===== src/rtl/fcs_pkg.sv =====
package fcs_pkg;

  typedef enum logic [2:0] {
    RES_OK       = 3'd0,
    RES_NO_CTRL  = 3'd1,
    RES_PWR_OFF  = 3'd2,
    RES_BAD_MODE = 3'd3,
    RES_CFG_ERR  = 3'd4,
    RES_CRC_ERR  = 3'd5
  } res_e;

  localparam logic [2:0] PH_RESET  = 3'd1;
  localparam logic [2:0] PH_CONFIG = 3'd2;
  localparam logic [2:0] PH_USER   = 3'd4;

  typedef enum logic [3:0] {
    ST_IDLE,
    ST_PROG,
    ST_WAIT_RST,
    ST_WAIT_CFG,
    ST_CLR_NS,
    ST_DATA,
    ST_WAIT_DONE,
    ST_CLOSE,
    ST_DCLK,
    ST_WAIT_DCLK,
    ST_WAIT_USER,
    ST_FIN
  } st_e;

  typedef struct packed {
    logic       legal;
    logic       wide;
    logic [3:0] ratio;
  } mode_t;

endpackage


===== src/rtl/fcs_mode_decode.sv =====
module fcs_mode_decode
  import fcs_pkg::*;
(
  input  logic [3:0] code,
  output mode_t      mode
);
  logic [1:0] step;
  logic       unused_speed;

  assign step         = code[1:0];
  assign unused_speed = code[2];

  always_comb begin
    mode.legal = (step != 2'd3);
    mode.wide  = code[3];
    if (!code[3]) begin
      mode.ratio = 4'd1 << step;
    end else if (step == 2'd0) begin
      mode.ratio = 4'd1;
    end else begin
      mode.ratio = 4'd1 << (step + 2'd1);
    end
  end
endmodule


===== src/rtl/fcs_poll_timer.sv =====
module fcs_poll_timer #(
  parameter int CW = 14
) (
  input  logic          clk,
  input  logic          rst_n,
  input  logic          clr,
  input  logic [CW-1:0] limit,
  output logic          expired
);
  logic [CW-1:0] cnt_q;

  always_ff @(posedge clk or negedge rst_n) begin
    if (!rst_n)   cnt_q <= '0;
    else if (clr) cnt_q <= '0;
    else          cnt_q <= cnt_q + 1'b1;
  end

  assign expired = (cnt_q == limit - 1'b1);
endmodule


===== src/rtl/fcs_data_window.sv =====
module fcs_data_window #(
  parameter int  DW        = 32,
  parameter int  CAP_BYTES = 32 * 1024 * 1024,
  localparam int NB        = DW / 8,
  localparam int BW        = $clog2(NB),
  localparam int CW        = $clog2(CAP_BYTES + 1) + 1
) (
  input  logic          clk,
  input  logic          rst_n,
  input  logic          clr,
  input  logic          en,
  input  logic [DW-1:0] s_data,
  input  logic          s_valid,
  input  logic          s_last,
  input  logic [BW-1:0] s_bytes,
  output logic          s_ready,
  output logic [DW-1:0] fwd_data,
  output logic          fwd_vld,
  output logic          end_ok,
  output logic          over
);
  logic [CW-1:0] tot_q;
  logic [CW:0]   sum;
  logic [BW:0]   nbytes;
  logic          take;

  assign s_ready = en;
  assign take    = en && s_valid;

  always_comb begin
    if (s_last && s_bytes != '0) nbytes = {1'b0, s_bytes};
    else                         nbytes = (BW+1)'(NB);
  end

  assign sum  = {1'b0, tot_q} + (CW+1)'(nbytes);
  assign over = take && (sum > (CW+1)'(CAP_BYTES));

  for (genvar i = 0; i < NB; i++) begin : g_lane
    logic keep;
    assign keep = !s_last || (s_bytes == '0) || (i < int'(s_bytes));
    assign fwd_data[8*i +: 8] = keep ? s_data[8*i +: 8] : 8'h00;
  end

  assign fwd_vld = take && !over;
  assign end_ok  = take && !over && s_last;

  always_ff @(posedge clk or negedge rst_n) begin
    if (!rst_n)       tot_q <= '0;
    else if (clr)     tot_q <= '0;
    else if (fwd_vld) tot_q <= sum[CW-1:0];
  end
endmodule


===== src/rtl/fabric_cfg_seq.sv =====
module fabric_cfg_seq
  import fcs_pkg::*;
#(
  parameter int PHASE_POLLS = 2048,
  parameter int DONE_POLLS  = 8192,
  parameter int TRAIL_CLKS  = 4,
  parameter int DCLK_POLLS  = 2048 + 2 * TRAIL_CLKS,
  parameter int CAP_BYTES   = 32 * 1024 * 1024
) (
  input  logic        clk,
  input  logic        rst_n,
  input  logic        start,
  input  logic        host_en,
  input  logic [3:0]  mode_sel,
  input  logic        fab_pwr_on,
  input  logic [2:0]  fab_phase,
  input  logic        fab_conf_done,
  input  logic        fab_nstatus,
  input  logic        fab_crc_err,
  input  logic        dclk_done,
  input  logic [31:0] s_data,
  input  logic        s_valid,
  input  logic        s_last,
  input  logic [1:0]  s_bytes,
  output logic        s_ready,
  output logic [31:0] data_out,
  output logic        data_out_vld,
  output logic        data_win_en,
  output logic        cfg_width32,
  output logic [3:0]  cfg_ratio,
  output logic        cfg_nce,
  output logic        cfg_reset_pull,
  output logic        nstatus_clr,
  output logic        dclk_req,
  output logic [15:0] dclk_cnt,
  output logic        busy,
  output logic        done,
  output logic [2:0]  result
);
  localparam int MAXP  = (DONE_POLLS > DCLK_POLLS) ?
                         ((DONE_POLLS > PHASE_POLLS) ? DONE_POLLS : PHASE_POLLS) :
                         ((DCLK_POLLS > PHASE_POLLS) ? DCLK_POLLS : PHASE_POLLS);
  localparam int TW    = $clog2(MAXP + 1);

  st_e        state_q, state_d;
  res_e       res_q, res_d;
  res_e       derr_q, derr_d;
  res_e       late_err;
  mode_t      mode;
  logic [TW-1:0] limit;
  logic       expired;
  logic       end_ok, over;
  logic       load_cfg;

  fcs_mode_decode u_dec (
    .code (mode_sel),
    .mode (mode)
  );

  always_comb begin
    unique case (state_q)
      ST_WAIT_DONE: limit = TW'(DONE_POLLS);
      ST_WAIT_DCLK: limit = TW'(DCLK_POLLS);
      default:      limit = TW'(PHASE_POLLS);
    endcase
  end

  fcs_poll_timer #(.CW(TW)) u_tmr (
    .clk     (clk),
    .rst_n   (rst_n),
    .clr     (state_d != state_q),
    .limit   (limit),
    .expired (expired)
  );

  fcs_data_window #(.DW(32), .CAP_BYTES(CAP_BYTES)) u_win (
    .clk      (clk),
    .rst_n    (rst_n),
    .clr      (state_q == ST_PROG),
    .en       (state_q == ST_DATA),
    .s_data   (s_data),
    .s_valid  (s_valid),
    .s_last   (s_last),
    .s_bytes  (s_bytes),
    .s_ready  (s_ready),
    .fwd_data (data_out),
    .fwd_vld  (data_out_vld),
    .end_ok   (end_ok),
    .over     (over)
  );

  assign late_err = (derr_q != RES_OK) ? derr_q : RES_CFG_ERR;

  always_comb begin
    state_d  = state_q;
    res_d    = res_q;
    derr_d   = derr_q;
    load_cfg = 1'b0;
    unique case (state_q)
      ST_IDLE: if (start) begin
        state_d = ST_FIN;
        derr_d  = RES_OK;
        if (!host_en)         res_d = RES_NO_CTRL;
        else if (!fab_pwr_on) res_d = RES_PWR_OFF;
        else if (!mode.legal) res_d = RES_BAD_MODE;
        else begin
          state_d  = ST_PROG;
          load_cfg = 1'b1;
        end
      end
      ST_PROG: state_d = ST_WAIT_RST;
      ST_WAIT_RST: begin
        if (fab_phase == PH_RESET) state_d = ST_WAIT_CFG;
        else if (expired) begin
          state_d = ST_FIN;
          res_d   = RES_CFG_ERR;
        end
      end
      ST_WAIT_CFG: begin
        if (fab_phase == PH_CONFIG) state_d = ST_CLR_NS;
        else if (expired) begin
          state_d = ST_FIN;
          res_d   = RES_CFG_ERR;
        end
      end
      ST_CLR_NS: state_d = ST_DATA;
      ST_DATA: begin
        if (over) begin
          derr_d  = RES_CFG_ERR;
          state_d = ST_CLOSE;
        end else if (end_ok) begin
          state_d = ST_WAIT_DONE;
        end
      end
      ST_WAIT_DONE: begin
        if (fab_crc_err) begin
          derr_d  = RES_CRC_ERR;
          state_d = ST_CLOSE;
        end else if (fab_conf_done == fab_nstatus) begin
          derr_d  = fab_conf_done ? RES_OK : RES_CFG_ERR;
          state_d = ST_CLOSE;
        end else if (expired) begin
          derr_d  = RES_CFG_ERR;
          state_d = ST_CLOSE;
        end
      end
      ST_CLOSE: state_d = ST_DCLK;
      ST_DCLK:  state_d = ST_WAIT_DCLK;
      ST_WAIT_DCLK: begin
        if (dclk_done) state_d = ST_WAIT_USER;
        else if (expired) begin
          state_d = ST_FIN;
          res_d   = late_err;
        end
      end
      ST_WAIT_USER: begin
        if (fab_phase == PH_USER) begin
          state_d = ST_FIN;
          res_d   = derr_q;
        end else if (expired) begin
          state_d = ST_FIN;
          res_d   = late_err;
        end
      end
      ST_FIN:  state_d = ST_IDLE;
      default: state_d = ST_IDLE;
    endcase
  end

  always_ff @(posedge clk or negedge rst_n) begin
    if (!rst_n) begin
      state_q     <= ST_IDLE;
      res_q       <= RES_OK;
      derr_q      <= RES_OK;
      cfg_width32 <= 1'b0;
      cfg_ratio   <= 4'd1;
      cfg_nce     <= 1'b1;
    end else begin
      state_q <= state_d;
      res_q   <= res_d;
      derr_q  <= derr_d;
      if (load_cfg) begin
        cfg_width32 <= mode.wide;
        cfg_ratio   <= mode.ratio;
        cfg_nce     <= 1'b0;
      end
    end
  end

  assign cfg_reset_pull = (state_q == ST_WAIT_RST);
  assign nstatus_clr    = (state_q == ST_CLR_NS);
  assign data_win_en    = (state_q == ST_DATA) || (state_q == ST_WAIT_DONE);
  assign dclk_req       = (state_q == ST_DCLK);
  assign dclk_cnt       = 16'(TRAIL_CLKS);
  assign busy           = (state_q != ST_IDLE);
  assign done           = (state_q == ST_FIN);
  assign result         = res_q;
endmodule


===== config.mk =====
export PLATFORM = sky130hd
export DESIGN_NAME = fabric_cfg_seq
export DESIGN_NICKNAME = d
export VERILOG_FILES = /design/src/rtl/fcs_pkg.sv /design/src/rtl/fcs_mode_decode.sv /design/src/rtl/fcs_poll_timer.sv /design/src/rtl/fcs_data_window.sv /design/src/rtl/fabric_cfg_seq.sv
export SDC_FILE = /design/constraint.sdc
export NUM_CORES = 1
export LEC_CHECK = 0
export CAP_MARGIN = 20
export CORE_AREA = 10 10 139 116
export CTS_CLUSTER_SIZE = 8
export DETAILED_ROUTE_END_ITERATION = 8
export DIE_AREA = 0 0 149 126
export PLACE_DENSITY = 0.67
export SETUP_SLACK_MARGIN = 0.1
export SLEW_MARGIN = 20
export SYNTH_ARGS = -nofsm -noshare
export SYNTH_HDL_FRONTEND = slang
export SYNTH_SLANG_ARGS = --single-unit

===== constraint.sdc =====
create_clock -name clk -period 8.6 [get_ports clk]
set_clock_uncertainty 0.1 [all_clocks]
set_input_delay 2.15 -clock clk [delete_from_list [all_inputs] [get_ports clk]]
set_output_delay 2.15 -clock clk [all_outputs]
set_load 0.01 [all_outputs]

==> metrics.txt <==
worst hold start u_tmr.cnt_q[0]$_DFF_PN0_; Synth cell types 74; Worst Hold Class flip-flop to flip-flop; GRT Overall Usage 13.4%; Fin. Hold Viols 0; Die W 149 um; initial antenna violation count 0; sequential share of the synthesized area 30.7%; setup violators final 0; setup TNS 0 ns; core area 13300 um2; CP Launch Type primary input; hold path depth 1; GR met1 Demand/Resource 17.7%; Clock transition at path regs 0.07 ns; Cell Rows 38; RR Startpoint u_win.tot_q[0]$_DFFE_PN0P_; Final nets 694; worst IR drop on VDD 133 uV; antenna-violating nets left 0; vias in the first global route 4403; Post-synth EDFFs 0; CTS sink count 56; post-cts repair resize count 0; first-pass GRT wire length 21.6 mm; num ports 117; Pre-Repair DR Iteration Count 5; H-Tree Level Count 2; Clock Path Buffers 2; Via density 5.45; most common cell after layout, fill and taps aside clkdlybuf4s50_1; Vias 4430; most used routing layer met2; RSZ-0062 raised after global routing false; share of cells above drive strength 1 6.16%; CTS Hold Bufs 0; most used cell, CP clkdlybuf4s50_1; CP max stage cell clkdlybuf4s50_1; crit path DAT 6.01 ns; Root Driver clkbuf_16; clk_lat worst skew 0.30 ns; M2 GR Usage 19.6%; main flop type after synthesis dfrtp_1; Post-Syn Instances 572; critical path class primary input to primary output; hpwl dp 9.64 mm; Max FO, Critical Path 4; Post-Syn Area 4570 um2; Max transition margin 29.0%; Final Slew Violations 0; total CTS buffers 5; worst-path cell chain clkdlybuf4s50_1, and2_1, ha_1, inv_1, fa_1, xnor2_1, a2111o_1, a211oi_1, o2111ai_1, or4_4, o31a_1, nor3_4, clkdlybuf4s50_1; crit-path max cell delay 0.60 ns; placed instance count 805; P_leak 2.35 nW; postcts setup bufs 0; Worst EP required 6.35 ns; grt ovf 0; r2r worst-path depth 12; max-cap check violation count 0; Critical Path Sink Type primary output; average wire per standard cell 15.6 um; Global Route met3 Usage 5.73%; drc violations 0; Die Y-Extent 126 um; commonest cells after routing, fill and taps aside clkdlybuf4s50_1, dfrtp_1, nand2_1; Max Fclk 121 MHz; Iter 0 DRT Violations 427; crit path from s_bytes[0]; Mean Syn Cell Area 8.00 um2; post-route insts no fill 813; gp weighted congestion 0.913; post-synthesis async set-or-reset flop share 100%; die area 18800 um2; n_diodes 0; Cell Pwr Density 174 nW/um2; Worst-Margin Slew 1.06 ns; yosys warns 0; Area Growth Syn to Fin 22.7%; FF+latch count, synth 56; wirelength, routed 12.7 mm; Starting Density 34.4%; status completed; Tmin final 8.26 ns; Port Buffers 83; Finished Core Util 42.2%; CTS tree done; Tcrit/Tclk final 96.0%; largest net degree at the start of global routing 57
-- path summary, 6_finish.rpt --
kind | end | slack (ns)
setup / recovery | data_out_vld | 0.34
hold / removal | u_tmr.cnt_q[0]$_DFF_PN0_ | 0.37
setup reg to reg | u_tmr.cnt_q[11]$_DFF_PN0_ | 4.35
hold reg to reg | u_tmr.cnt_q[0]$_DFF_PN0_ | 0.37
max in group asynchronous | result[1]$_DFFE_PN0P_ | 6.03
min in group asynchronous | u_win.tot_q[11]$_DFFE_PN0P_ | 1.89
-- critical path, delay by kind of cell --
kind                     cells  cell delay [ns]
AND/OR/NAND/NOR              3             0.83
buffers and inverters        3             1.17
adder cells (fa/ha/maj)      2             0.59
AO/OA/AOI/OAI                4             1.11
XOR/XNOR                     1             0.17
-- cells in the mapped netlist, types with 16 or more instances --
cell / count / share of area (%)
a211oi_1: 17 / 2.8
a21o_1: 21 / 3.4
a21oi_1: 16 / 1.8
and2_1: 33 / 4.5
buf_4: 18 / 3.0
clkbuf_1: 19 / 1.6
dfrtp_1: 54 / 30
inv_1: 24 / 2.0
nand2_1: 50 / 4.1
nand3_1: 17 / 1.9
nor2_1: 36 / 3.0
nor3_1: 33 / 3.6
o21ai_0: 34 / 3.7
-- routing by layer --
metal	vias up	share of wire [%]	wire length (um)
li1	2142	-	-
met1	2090	46	5820
met5	-	0	0
met4	0	1.1	144
met3	14	10	1310
met2	184	43	5430
-- sequential cells by signal, indices dropped and copies added (netlist names) --
signal	cells
u_win.tot_q	27
u_tmr.cnt_q	14
cfg_ratio	4
state_q	4
result	3
derr_q	2
cfg_nce	1
cfg_width32	1
-- power by group --
group	switching, mW	internal [mW]	leakage (nW)
Sequential	0.0557	0.293	0.762
Clock	0.102	0.109	0.0742
Combinational	0.237	0.182	1.51
-- metrics by stage --
step           hold WS, ns  cell area, um2  worst slack (ns)  power, mW
2_1_floorplan        0.344            4630              1.59      0.621
3_3_place_gp         0.361            5460             0.325      0.761
3_5_place_dp         0.370            5460             0.273      0.770
4_1_cts              0.378            5610             0.276      0.983
5_1_grt              0.405            5610             0.109       1.05
6_report             0.372            5610             0.342      0.979
-- cell type report --
class,instances,area (um2)
multi-input cells,453,2850
fillers,1359,7700
clock buffers,5,125
repair buffers,92,893
flip-flops and latches,56,1400
well taps,180,225
inverters,24,90.1
clock inverters,3,22.5
-- logic make-up (layout without fill, tap and decap cells) --
kind of cell / after synthesis / count (layout) / synth area share, %
simple gates: 253 / 253 / 29.9
other cells: 2 / 16 / 0.164
flops: 56 / 56 / 30.7
fa+ha+maj: 10 / 10 / 2.90
mux: 12 / 12 / 2.65
xor+xnor: 20 / 20 / 3.83
compound gates: 142 / 142 / 21.6
buf+inv: 77 / 124 / 8.26
Power figures use the tool's default switching activity.
